[src/rtl/remap_pkg.sv]
`timescale 1ns/1ps
package remap_pkg;
  // which store served a read
  typedef enum logic [0:0] {
    SRC_MAIN  = 1'b0,
    SRC_SPARE = 1'b1
  } src_e;
endpackage

[src/rtl/remap_entry_table.sv]
`timescale 1ns/1ps
module remap_entry_table #(
  parameter int ADDR_W    = 6,
  parameter int ENTRIES   = 4,
  parameter int SPARE_DIM = 2,
  localparam int IDX_W    = $clog2(ENTRIES)
) (
  input  logic               clk,
  input  logic               rst,
  input  logic               ld_en,
  input  logic [IDX_W-1:0]   ld_idx,
  input  logic [ADDR_W-1:0]  ld_base,
  input  logic [ADDR_W-1:0]  ld_mask,
  input  logic               ld_valid,
  output logic               ld_err,
  input  logic [IDX_W-1:0]   rb_idx,
  output logic [ADDR_W-1:0]  rb_base,
  output logic [ADDR_W-1:0]  rb_mask,
  output logic               rb_valid,
  input  logic [ADDR_W-1:0]  look_addr,
  output logic [ENTRIES-1:0] match_vec,
  input  logic [IDX_W-1:0]   sel_idx,
  output logic [ADDR_W-1:0]  sel_mask
);
  logic [ADDR_W-1:0]  ent_base [ENTRIES];
  logic [ADDR_W-1:0]  ent_mask [ENTRIES];
  logic [ENTRIES-1:0] ent_valid;
  logic               too_wide;

  assign too_wide = ($countones(ld_mask) > SPARE_DIM);

  always_ff @(posedge clk) begin
    if (rst) begin
      ent_valid <= '0;
      ld_err    <= 1'b0;
      for (int e = 0; e < ENTRIES; e++) begin
        ent_base[e] <= '0;
        ent_mask[e] <= '0;
      end
    end else begin
      ld_err <= ld_en && too_wide;
      if (ld_en && !too_wide) begin
        ent_base[ld_idx]  <= ld_base;
        ent_mask[ld_idx]  <= ld_mask;
        ent_valid[ld_idx] <= ld_valid;
      end
    end
  end

  always_ff @(posedge clk) begin
    if (rst) begin
      rb_base  <= '0;
      rb_mask  <= '0;
      rb_valid <= 1'b0;
    end else begin
      rb_base  <= ent_base[rb_idx];
      rb_mask  <= ent_mask[rb_idx];
      rb_valid <= ent_valid[rb_idx];
    end
  end

  assign sel_mask = ent_mask[sel_idx];

  for (genvar e = 0; e < ENTRIES; e++) begin : g_cmp
    assign match_vec[e] = ent_valid[e] &&
                          (((look_addr ^ ent_base[e]) & ~ent_mask[e]) == '0);


    mask_bound_chk: assert property (@(posedge clk) disable iff (rst)
      ent_valid[e] |-> ($countones(ent_mask[e]) <= SPARE_DIM));
  end


  reject_flag_chk: assert property (@(posedge clk) disable iff (rst)
    (ld_en && ($countones(ld_mask) > SPARE_DIM)) |=> ld_err);


  reject_only_chk: assert property (@(posedge clk) disable iff (rst)
    !ld_en |=> !ld_err);
endmodule

[src/rtl/remap_prio_enc.sv]
`timescale 1ns/1ps
module remap_prio_enc #(
  parameter int ENTRIES = 4,
  localparam int IDX_W  = $clog2(ENTRIES)
) (
  input  logic [ENTRIES-1:0] req,
  output logic               any,
  output logic [IDX_W-1:0]   idx
);
  always_comb begin
    any = |req;
    idx = '0;
    for (int e = ENTRIES - 1; e >= 0; e--) begin
      if (req[e]) idx = e[IDX_W-1:0];
    end
  end
endmodule

[src/rtl/remap_concentrator.sv]
`timescale 1ns/1ps
module remap_concentrator #(
  parameter int ADDR_W    = 6,
  parameter int SPARE_DIM = 2
) (
  input  logic [ADDR_W-1:0]    addr,
  input  logic [ADDR_W-1:0]    mask,
  output logic [SPARE_DIM-1:0] offset
);
  always_comb begin
    int slot;
    slot   = 0;
    offset = '0;
    for (int i = 0; i < ADDR_W; i++) begin
      if (mask[i]) begin
        for (int k = 0; k < SPARE_DIM; k++) begin
          if (slot == k) offset[k] = addr[i];
        end
        slot = slot + 1;
      end
    end
  end
endmodule

[src/rtl/remap_storage.sv]
`timescale 1ns/1ps
module remap_storage
  import remap_pkg::*;
#(
  parameter int ADDR_W   = 6,
  parameter int DATA_W   = 8,
  parameter int SPARE_AW = 4,
  localparam int MAIN_DEPTH  = 1 << ADDR_W,
  localparam int SPARE_DEPTH = 1 << SPARE_AW
) (
  input  logic                clk,
  input  logic                wr_en,
  input  logic                rd_en,
  input  logic                to_spare,
  input  logic [ADDR_W-1:0]   main_addr,
  input  logic [SPARE_AW-1:0] spare_addr,
  input  logic [DATA_W-1:0]   wdata,
  output logic [DATA_W-1:0]   rdata
);
  logic [DATA_W-1:0] main_mem  [MAIN_DEPTH];
  logic [DATA_W-1:0] spare_mem [SPARE_DEPTH];
  logic [DATA_W-1:0] main_q;
  logic [DATA_W-1:0] spare_q;
  src_e              src_q;

  always_ff @(posedge clk) begin
    if (wr_en && !to_spare) main_mem[main_addr] <= wdata;
    if (rd_en && !to_spare) main_q <= main_mem[main_addr];
  end

  always_ff @(posedge clk) begin
    if (wr_en && to_spare) spare_mem[spare_addr] <= wdata;
    if (rd_en && to_spare) spare_q <= spare_mem[spare_addr];
  end

  always_ff @(posedge clk) begin
    if (rd_en) src_q <= to_spare ? SRC_SPARE : SRC_MAIN;
  end

  assign rdata = (src_q == SRC_SPARE) ? spare_q : main_q;
endmodule

[src/rtl/tcam_remapper.sv]
`timescale 1ns/1ps
module tcam_remapper #(
  parameter int ADDR_W    = 6,
  parameter int DATA_W    = 8,
  parameter int ENTRIES   = 4,
  parameter int SPARE_DIM = 2,
  localparam int IDX_W    = $clog2(ENTRIES),
  localparam int SPARE_AW = IDX_W + SPARE_DIM
) (
  input  logic              clk,
  input  logic              rst,
  input  logic              bypass,
  input  logic              ld_en,
  input  logic [IDX_W-1:0]  ld_idx,
  input  logic [ADDR_W-1:0] ld_base,
  input  logic [ADDR_W-1:0] ld_mask,
  input  logic              ld_valid,
  output logic              ld_err,
  input  logic [IDX_W-1:0]  rb_idx,
  output logic [ADDR_W-1:0] rb_base,
  output logic [ADDR_W-1:0] rb_mask,
  output logic              rb_valid,
  input  logic              acc_en,
  input  logic              acc_we,
  input  logic [ADDR_W-1:0] acc_addr,
  input  logic [DATA_W-1:0] acc_wdata,
  output logic              rd_valid,
  output logic              rd_hit,
  output logic [DATA_W-1:0] rd_data
);
  localparam logic [ENTRIES-1:0] ENT_ONE = 1;

  logic [ENTRIES-1:0]   match_vec;
  logic                 any_match;
  logic [IDX_W-1:0]     win_idx;
  logic [ADDR_W-1:0]    win_mask;
  logic [SPARE_DIM-1:0] offset;
  logic [SPARE_AW-1:0]  spare_addr;
  logic                 to_spare;
  logic                 rd_req;
  logic                 wr_req;

  remap_entry_table #(
    .ADDR_W(ADDR_W), .ENTRIES(ENTRIES), .SPARE_DIM(SPARE_DIM)
  ) u_table (
    .clk(clk), .rst(rst),
    .ld_en(ld_en), .ld_idx(ld_idx), .ld_base(ld_base),
    .ld_mask(ld_mask), .ld_valid(ld_valid), .ld_err(ld_err),
    .rb_idx(rb_idx), .rb_base(rb_base), .rb_mask(rb_mask), .rb_valid(rb_valid),
    .look_addr(acc_addr), .match_vec(match_vec),
    .sel_idx(win_idx), .sel_mask(win_mask)
  );

  remap_prio_enc #(.ENTRIES(ENTRIES)) u_prio (
    .req(match_vec), .any(any_match), .idx(win_idx)
  );

  remap_concentrator #(.ADDR_W(ADDR_W), .SPARE_DIM(SPARE_DIM)) u_conc (
    .addr(acc_addr), .mask(win_mask), .offset(offset)
  );

  assign spare_addr = {win_idx, offset};
  assign to_spare   = any_match && !bypass;
  assign rd_req     = acc_en && !acc_we;
  assign wr_req     = acc_en && acc_we;

  remap_storage #(
    .ADDR_W(ADDR_W), .DATA_W(DATA_W), .SPARE_AW(SPARE_AW)
  ) u_store (
    .clk(clk), .wr_en(wr_req), .rd_en(rd_req), .to_spare(to_spare),
    .main_addr(acc_addr), .spare_addr(spare_addr),
    .wdata(acc_wdata), .rdata(rd_data)
  );

  always_ff @(posedge clk) begin
    if (rst) begin
      rd_valid <= 1'b0;
      rd_hit   <= 1'b0;
    end else begin
      rd_valid <= rd_req;
      if (rd_req) rd_hit <= to_spare;
    end
  end


  win_is_match_chk: assert property (@(posedge clk) disable iff (rst)
    any_match |-> match_vec[win_idx]);


  lowest_wins_chk: assert property (@(posedge clk) disable iff (rst)
    any_match |-> ((match_vec & ((ENT_ONE << win_idx) - ENT_ONE)) == '0));


  bypass_main_chk: assert property (@(posedge clk) disable iff (rst)
    (rd_req && bypass) |=> (rd_valid && !rd_hit));


  rd_valid_rise_chk: assert property (@(posedge clk) disable iff (rst)
    rd_req |=> rd_valid);


  rd_valid_idle_chk: assert property (@(posedge clk) disable iff (rst)
    !rd_req |=> !rd_valid);
endmodule

[config.mk]
export PLATFORM = sky130hd
export DESIGN_NAME = tcam_remapper
export DESIGN_NICKNAME = d
export VERILOG_FILES = /design/src/rtl/remap_pkg.sv /design/src/rtl/remap_entry_table.sv /design/src/rtl/remap_prio_enc.sv /design/src/rtl/remap_concentrator.sv /design/src/rtl/remap_storage.sv /design/src/rtl/tcam_remapper.sv
export SDC_FILE = /design/constraint.sdc
export NUM_CORES = 1
export LEC_CHECK = 0
export BUFFER_PORTS_ARGS = -buffer_cell sky130_fd_sc_hd__buf_4
export CORE_ASPECT_RATIO = 1.2
export CORE_MARGIN = 3
export CORE_UTILIZATION = 27
export CTS_CLUSTER_DIAMETER = 120
export DETAILED_ROUTE_END_ITERATION = 8
export PLACE_DENSITY = 0.5
export RECOVER_POWER = 100
export SETUP_SLACK_MARGIN = 0.05
export SKIP_LAST_GASP = 1
export SYNTH_ARGS = -nofsm -noshare
export SYNTH_HDL_FRONTEND = slang
export SYNTH_HIERARCHICAL = 1
export SYNTH_SLANG_ARGS = --single-unit
[constraint.sdc]
create_clock -name clk -period 20.2 [get_ports clk]
set_input_delay 3.03 -clock clk [delete_from_list [all_inputs] [get_ports clk]]
set_output_delay 3.03 -clock clk [all_outputs]
set_load 0.01 [all_outputs]
## Yosys cells after proc, flatten, opt, wreduce, memory -nomap -nowiden

Memory sizes are Yosys's and may differ from the RTL's. A register that Yosys moved wholly into a read port is not among the register bits.
Cells that the tools add are included.

- Output and inout bits: 24
- RAM bits: 688
- Register bits after elaboration: 9
- Memories kept: 4
- Word-level logic and storage cells: 117
- Input port bits: 37

- Bitwise operators: 12
- Eq/ne operators: 5
- Reductions and logical operators: 30
- Magnitude comparators: 4
- Muxes and demuxes: 47
- $add $sub $neg: 9

Memories:

| name | words | width | rd ports | clocked after Yosys merged registers in | wr ports | line | source |
|---|---|---|---|---|---|---|---|
| u_store.main_mem | 64 | 8 | 1 | 1 | 1 | remap_storage.sv:20 | `logic [DATA_W-1:0] main_mem [MAIN_DEPTH];` |
| u_store.spare_mem | 16 | 8 | 1 | 1 | 1 | remap_storage.sv:21 | `logic [DATA_W-1:0] spare_mem [SPARE_DEPTH];` |
| u_table.ent_base | 4 | 6 | 5 | 1 | 4 | remap_entry_table.sv:25 | `logic [ADDR_W-1:0] ent_base [ENTRIES];` |
| u_table.ent_mask | 4 | 6 | 6 | 1 | 4 | remap_entry_table.sv:26 | `logic [ADDR_W-1:0] ent_mask [ENTRIES];` |

Operator list:

| kind | number |
|---|---|
| $logic_not A32 Y1 | 5 |
| $eq A32 B2 Y1 const B | 4 |
| $mux W32 | 4 |
| $add A32 B2 Y32 const B | 3 |
| $add A32 B32 Y32 | 2 |
| $gt A32 B3 Y1 const B | 1 |
| $mux W1 | 26 |
| $and A6 B6 Y6 | 4 |
| $logic_not A6 Y1 | 4 |
| $not A6 Y6 | 4 |
| $xor A6 B6 Y6 | 4 |
| $mux W2 | 11 |
| $logic_and A1 B1 Y1 | 14 |
| $mux W6 | 2 |
| $reduce_or A6 Y1 | 2 |
| $mux W8 | 1 |
| $add A1 B1 Y2 | 3 |
| $lt A2 B3 Y1 const B | 2 |
| $bwmux W4 | 1 |
| $logic_not A1 Y1 | 4 |
| $reduce_or A4 Y1 | 1 |
| $add A1 B1 Y2 const B | 1 |
| $bmux W1 S2 | 1 |
| $demux W1 S2 | 1 |
| 2 further kinds | 2 |

## Logic depth before layout (Yosys ltp)

An unclocked memory read counts as a cell.

- Depth after elaboration: 22
- Depth in mapped cells: 27
- Gate-level depth less buffers: 23

## By module

Netlist, hierarchy kept.

Modules (own cells, without submodules):

| module | times used | seq. area each (µm²) | cells an instance | area an instance (µm²) |
|---|---|---|---|---|
| remap_storage | 1 | 19728.9 | 1273 | 25599.6 |
| remap_entry_table | 1 | 1801.7 | 251 | 3372.0 |
| remap_concentrator | 1 | 0.0 | 59 | 481.7 |
| tcam_remapper | 1 | 40.0 | 8 | 87.6 |
| remap_prio_enc | 1 | 0.0 | 7 | 35.0 |

## Worst setup path after synthesis

OpenSTA, ideal clock, no wires.

- Kind: input to register
- Start point: in acc_addr[3]
- End point: mem u_store.spare_mem[0][0] (enable)
- Stages on the path: 24
- Path buffers: 3
- Path slack: 10.960 ns
- Arrival time: 8.857 ns
- Data required time: 19.817 ns
- Library setup time: 0.383 ns
- Cell sequence: clkbuf_1 -> xnor2_1 -> o22ai_1 -> nor4_1 -> nor2_1 -> nor3_1 -> mux4_2 -> ha_1 -> nor2b_1 -> or2_2 -> inv_1 -> ha_1 -> nand2b_1 -> o31a_1 -> ha_1 -> nand2_1 -> a31oi_1 -> mux2_4 -> o2111ai_2 -> mux2_4 -> clkbuf_1 -> clkbuf_1 -> or3_1 -> nor3_1

- Word-level cells in the longest chain between the ends: 21
- Elaborated cells between the ends (all ways): 61
- Those cells by class: 4 x add/sub; 5 x eq/ne; 27 x mux; 8 x bitwise; 16 x reduce/logical; 1 x memory

RTL lines:

| what | line | source |
|---|---|---|
| from (decl) | tcam_remapper.sv:25 | `input logic [ADDR_W-1:0] acc_addr,` |
| $xor A6 B6 Y6 * | remap_entry_table.sv:66 | `(((look_addr ^ ent_base[e]) & ~ent_mask[e]) == '0);` |
| $and A6 B6 Y6 * | remap_entry_table.sv:66 |  |
| $logic_not A6 Y1 * | remap_entry_table.sv:66 |  |
| $logic_and A1 B1 Y1 * | remap_entry_table.sv:65 | `assign match_vec[e] = ent_valid[e] &&` |
| via match_vec[3] | tcam_remapper.sv:33 | `logic [ENTRIES-1:0] match_vec;` |
| $mux W2 * (4 in a row) | remap_prio_enc.sv:14 | `if (req[e]) idx = e[IDX_W-1:0];` |
| via win_idx[1] | tcam_remapper.sv:35 | `logic [IDX_W-1:0] win_idx;` |
| $mem_v2 Z4 W6 * | - |  |
| via win_mask[0] | tcam_remapper.sv:36 | `logic [ADDR_W-1:0] win_mask;` |
| (+5 left out) | - |  |
| $add A32 B2 Y32, or another cell as far along | remap_concentrator.sv:19 | `slot = slot + 1;` |
| $mux W32 or $mux W1 (tied branches) | remap_concentrator.sv:15, remap_concentrator.sv:17 |  |
| $add A32 B2 Y32, or another cell as far along | remap_concentrator.sv:19 |  |
| $mux W32 or $mux W1 (tied branches) | remap_concentrator.sv:15, remap_concentrator.sv:17 |  |
| $eq A32 B2 Y1 or $mux W2 (tied branches) | remap_concentrator.sv:17, remap_concentrator.sv:15 |  |
| $mux W1 | remap_concentrator.sv:17 | `if (slot == k) offset[k] = addr[i];` |
| $mux W2 * | remap_concentrator.sv:15 | `if (mask[i]) begin` |
| via offset[1] | tcam_remapper.sv:37 | `logic [SPARE_DIM-1:0] offset;` |
| to (decl) | remap_storage.sv:21 |  |

Mark *: on every way through the listed nets, which the timed path passes. The rest lies on a longest branch.

## Worst setup path in the final report

- Start point: in acc_addr[0]
- End point: mem u_store.spare_mem[1][4] (enable)

- Elaborated cells between the ends (all ways): 61
- Those cells by class: 4 x add/sub; 5 x eq/ne; 27 x mux; 8 x bitwise; 16 x reduce/logical; 1 x memory

RTL lines:

| what | line |
|---|---|
| $xor A6 B6 Y6 * | remap_entry_table.sv:66 |
| $and A6 B6 Y6 * | remap_entry_table.sv:66 |
| $logic_not A6 Y1 * | remap_entry_table.sv:66 |
| $logic_and A1 B1 Y1 * | remap_entry_table.sv:65 |
| via match_vec[1] | tcam_remapper.sv:33 |
| $mux W2 * (2 in a row) | remap_prio_enc.sv:14 |
| via win_idx[0] | tcam_remapper.sv:35 |
| $mem_v2 Z4 W6 * | - |
| via win_mask[0] | tcam_remapper.sv:36 |
| (+5 left out) | - |
| $add A32 B2 Y32, or another cell as far along | remap_concentrator.sv:19 |
| $mux W32 or $mux W1 (tied branches) | remap_concentrator.sv:15, remap_concentrator.sv:17 |
| $add A32 B2 Y32, or another cell as far along | remap_concentrator.sv:19 |
| $mux W32 or $mux W1 (tied branches) | remap_concentrator.sv:15, remap_concentrator.sv:17 |
| $logic_not A32 Y1 or $mux W2 (tied branches) | remap_concentrator.sv:17, remap_concentrator.sv:15 |
| $mux W1 | remap_concentrator.sv:17 |
| $mux W2 * | remap_concentrator.sv:15 |
| via offset[0] | tcam_remapper.sv:37 |

Marks and branches as above.

==> impl_results.rst <==
.. list-table::
   :header-rows: 1

   * - Metric
     - Value
   * - GRT Overall Usage
     - 0.1298
   * - Placed cell count
     - 2984
   * - Peak supply drop
     - 0.05175 mV
   * - Number of buffer and inverter stages on the critical path
     - 5
   * - Total nets after synthesis
     - 1647
   * - Reg2reg setup slack
     - 12.15 ns
   * - CORE AREA
     - between 100000 and 150000 sq um
   * - CP required
     - 20.43 ns
   * - Routed via count
     - 15120
   * - Fin crit period
     - 13.24 ns
   * - Final sum of negative setup slack
     - 0 ns
   * - Post-Syn Area per Cell
     - 18.51 sq um
   * - Initial antenna violation count
     - 1
   * - Nets
     - 1703
   * - Post-synth top flop
     - sky130_fd_sc_hd__edfxtp_1
   * - Most prevalent standard cell on the critical path
     - sky130_fd_sc_hd__ha_1
   * - RSZ-0062 raised after global routing
     - no
   * - Count of flip-flops with a built-in enable after synthesis
     - 705
   * - Non-filler cells in the finished layout
     - 3119
   * - PortBufs
     - 60
   * - Fraction of layout instances using a drive strength above 1
     - 0.1624
   * - DP Wirelength
     - 46.44 mm
   * - Starting Density
     - 0.2730
   * - Worst Setup End Kind
     - flop
   * - Pin count of the biggest net entering global routing
     - 81
   * - Setup CP Type
     - input pin to flop
   * - H-tree depth reported by CTS
     - 3
   * - Die height
     - 368.6 um
   * - Share of the yosys chip area belonging to registers
     - 0.7293
   * - Leading area contributor after synthesis
     - sky130_fd_sc_hd__edfxtp_1
   * - Power density normalized to cell area
     - just under 100 nW/um^2
   * - GRT overflow
     - 0
   * - Worst max-slew margin expressed relative to the limit
     - -1.954
   * - Warnings from Yosys
     - 6
   * - Hold Path Class
     - flop to flop
   * - Placement Rows
     - 132
   * - Final Hold Fails
     - 0
   * - Post-synth top area share
     - 0.7158
   * - Highest-count cells in the layout ignoring fill and taps
     - sky130_fd_sc_hd__edfxtp_1 (705), sky130_fd_sc_hd__mux2i_1 (117), sky130_fd_sc_hd__mux4_2 (115)
   * - Area overhead of the layout relative to synthesis
     - 13.57%
   * - Number of instances resized during post-cts repair
     - 0
   * - Post-synthesis cell type count
     - 69
   * - Clock insertion delay at the later pin of the skew report
     - 0.64 ns
   * - First-iteration detailed-routing DRC count
     - 1292
   * - Setup-violating endpoint count in the final report
     - 0
   * - I/O pin cnt
     - 61
   * - Max clock buf depth
     - 3
   * - Mean number of vias per cell
     - 4.848
   * - CTS Buf Count
     - 75
   * - Total of fill cells in the finished design
     - about 11000
   * - Remaining antenna violation count
     - 0
   * - Largest clock skew in the final design
     - ~0.032 ns
   * - Routed wire length
     - between 70 and 80 mm
   * - Number of standard cells after synthesis
     - 1598
   * - Max stage delay on crit path
     - around 3.1 ns
   * - Drt wl/cell
     - 23.76 um
   * - Max-slew violation count
     - 806
   * - Die outline width
     - 308.1 um
   * - Number of violations of the max-capacitance limit
     - 15
   * - DRC violation count after routing
     - 0
   * - DR pass1 iterations
     - 5
   * - Actual slew at the worst max-slew pin
     - 4.431 ns
   * - Routability-driven placement congestion ratio
     - 0.8000
   * - CTS tree
     - yes
   * - Number of buffers added to fix hold violations after cts
     - 0
   * - Launching element type of the critical path
     - input pin
   * - Post-synthesis sequential element count
     - 725
   * - Proportion of register bits with asynchronous set or reset after synthesis
     - 0
   * - Cells taking the most area after synthesis
     - sky130_fd_sc_hd__edfxtp_1 (72%), sky130_fd_sc_hd__mux4_2 (8.8%), sky130_fd_sc_hd__mux2i_1 (4.0%), sky130_fd_sc_hd__dfxtp_1 (1.4%), sky130_fd_sc_hd__mux4_1 (1.2%)
   * - P_leak
     - 10.65 nW
   * - Cell with the largest stage delay on the worst path
     - sky130_fd_sc_hd__clkbuf_1
   * - Worst path cell trace
     - clkbuf_1 -> xnor2_1 -> o22ai_1 -> nor4_1 -> inv_1 -> a21oi_1 -> clkbuf_1 -> mux4_2 -> ha_1 -> nor2b_1 -> or2_2 -> inv_1 -> ha_1 -> nand2b_1 -> o31a_1 -> ha_1 -> nand2_1 -> a31oi_1 -> mux2_1 -> o21ai_0 -> mux2_2 -> buf_4 -> nand4b_1 -> nor3_1
   * - Post-CTS Setup Bufs
     - 0
   * - Most common library cell in the layout ignoring fill and taps
     - sky130_fd_sc_hd__edfxtp_1
   * - Fraction of the cycle the final worst path needs
     - 0.6553
   * - Total Die Area
     - 113600 sq um
   * - Violations in the final reports
     - max-capacitance violations, max-slew violations
   * - Wire length of the first global-routing pass
     - 109.4 mm
   * - Cell Area, Synth
     - 29580 sq um
   * - Clock transition at the registers of the reported paths
     - 0.06 ns
   * - Number of inserted diodes
     - 0
   * - Cell class contributing the biggest share of worst-path delay
     - buffers and inverters
   * - Run status
     - finished with violations
   * - Number of clock sinks
     - between 700 and 800
   * - Cell at the root of the clock tree
     - sky130_fd_sc_hd__clkbuf_16
   * - Arrival time reported for the critical path endpoint
     - 13.47 ns
   * - Highest Clock Rate
     - 0.07554 GHz
   * - Vias in the first global route
     - 15910
   * - Worst-path fanout max
     - 65
-- logic make-up (layout without fill, tap and decap cells) --
| kind of cell | Yosys count | count (layout) | synth area share |
|---|---|---|---|
| adder cells (fa/ha/maj) | 12 | 12 | 0.005838 |
| XOR/XNOR | 29 | 29 | 0.009350 |
| AND/OR/NAND/NOR | 306 | 306 | 0.05694 |
| AO/OA/AOI/OAI | 156 | 156 | 0.03389 |
| flip-flops | 725 | 725 | 0.7293 |
| multiplexers | 259 | 259 | 0.1448 |
| buffers and inverters | 111 | 225 | 0.01984 |
-- flip-flops by register name, indices dropped and copies added, names as in the netlist --
signal	count
u_table/ent_mask	24
u_store/src_q	1
u_store/spare_q	8
u_store/main_q	8
u_store/main_mem	512
u_table/rb_mask	6
u_store/spare_mem	128
rd_hit	1
u_table/ld_err	1
u_table/ent_base	24
u_table/rb_base	6
u_table/rb_valid	1
u_table/ent_valid	4
rd_valid	1
-- metrics by stage --
stage	setup WS [ns]	power [mW]	instance area, sq um	utilization	hold slack (ns)
floorplan	10.96	1.915	29580	-	0.4488
global placement	10.11	2.011	31380	0.2896	0.5014
detailed placement	9.840	2.017	31380	0.2896	0.4999
CTS	10.55	3.376	33770	0.3117	0.5185
global route	5.836	3.455	33590	0.3100	0.5426
finish	6.962	3.328	33590	0.3100	0.5067
-- routing by layer --
metal / share of wire / GRT usage
met5: 0 / 0
met4: 0.032 / 0.05080
met3: 0.044 / 0.02066
met2: 0.52 / 0.2264
met1: 0.41 / 0.1609
-- Yosys cell counts, types with 3 or more instances --
| master | count |
|---|---|
| sky130_fd_sc_hd__a211oi_1 | 13 |
| sky130_fd_sc_hd__a21o_1 | 4 |
| sky130_fd_sc_hd__a21oi_1 | 23 |
| sky130_fd_sc_hd__a22o_1 | 7 |
| sky130_fd_sc_hd__a22oi_1 | 9 |
| sky130_fd_sc_hd__a31oi_1 | 3 |
| sky130_fd_sc_hd__and2_1 | 29 |
| sky130_fd_sc_hd__and3_1 | 31 |
| sky130_fd_sc_hd__buf_1 | 7 |
| sky130_fd_sc_hd__buf_2 | 32 |
| sky130_fd_sc_hd__buf_4 | 9 |
| sky130_fd_sc_hd__buf_6 | 8 |
| sky130_fd_sc_hd__clkbuf_1 | 35 |
| sky130_fd_sc_hd__dfxtp_1 | 20 |
| sky130_fd_sc_hd__edfxtp_1 | 705 |
| sky130_fd_sc_hd__fa_1 | 3 |
| sky130_fd_sc_hd__ha_1 | 9 |
| sky130_fd_sc_hd__inv_1 | 17 |
| sky130_fd_sc_hd__mux2_2 | 10 |
| sky130_fd_sc_hd__mux2i_1 | 117 |
| sky130_fd_sc_hd__mux4_1 | 14 |
| sky130_fd_sc_hd__mux4_2 | 115 |
| sky130_fd_sc_hd__nand2_1 | 32 |
| sky130_fd_sc_hd__nand2b_1 | 7 |
| sky130_fd_sc_hd__nand3_1 | 21 |
| sky130_fd_sc_hd__nand3b_1 | 3 |
| sky130_fd_sc_hd__nand4_1 | 10 |
| sky130_fd_sc_hd__nand4b_1 | 4 |
| sky130_fd_sc_hd__nor2_1 | 92 |
| sky130_fd_sc_hd__nor2b_1 | 10 |
| sky130_fd_sc_hd__nor3_1 | 17 |
| sky130_fd_sc_hd__nor4_1 | 16 |
| sky130_fd_sc_hd__o21ai_0 | 25 |
| sky130_fd_sc_hd__o21ai_1 | 3 |
| sky130_fd_sc_hd__o22ai_1 | 55 |
| sky130_fd_sc_hd__o41ai_1 | 5 |
| sky130_fd_sc_hd__or3_1 | 9 |
| sky130_fd_sc_hd__xnor2_1 | 26 |
-- final timing paths --
check | end | startpoint | depth (start not counted)
max | u_store/spare_mem[1][4] | acc_addr[0] | 24
min | rd_hit | rd_hit | 2
max reg2reg | u_store/spare_mem[1][4] | u_table/ent_base[1][3] | 23
min reg2reg | rd_hit | rd_hit | 2
-- where the power goes --
part           internal (mW)  total [mW]  switching (mW)
Combinational          0.123       0.290           0.167
Clock                  0.780        1.35           0.570
Sequential              1.68        1.69          0.0120
-- layout make-up --
| cell class | count | area (sq um) | share of cell area |
|---|---|---|---|
| multi-input combinational | 762 | 7365 | 0.2193 |
| tap | 1407 | 1760 | 0.05241 |
| clock inverter | 39 | 351.6 | 0.01047 |
| sequential | 725 | 21570 | 0.6422 |
| timing repair buffer | 73 | 439.2 | 0.01307 |
| inverter | 17 | 63.81 | 0.001900 |
| clock buffer | 96 | 2039 | 0.06072 |
-- tightest hold or removal path: cells and delay by family (launching register included) --
kind / cells / cell delay (ns)
simple gates: 1 / 0.07
flops: 1 / 0.33
mux: 1 / 0.07
Note: power is estimated with default switching activity, not from simulation.
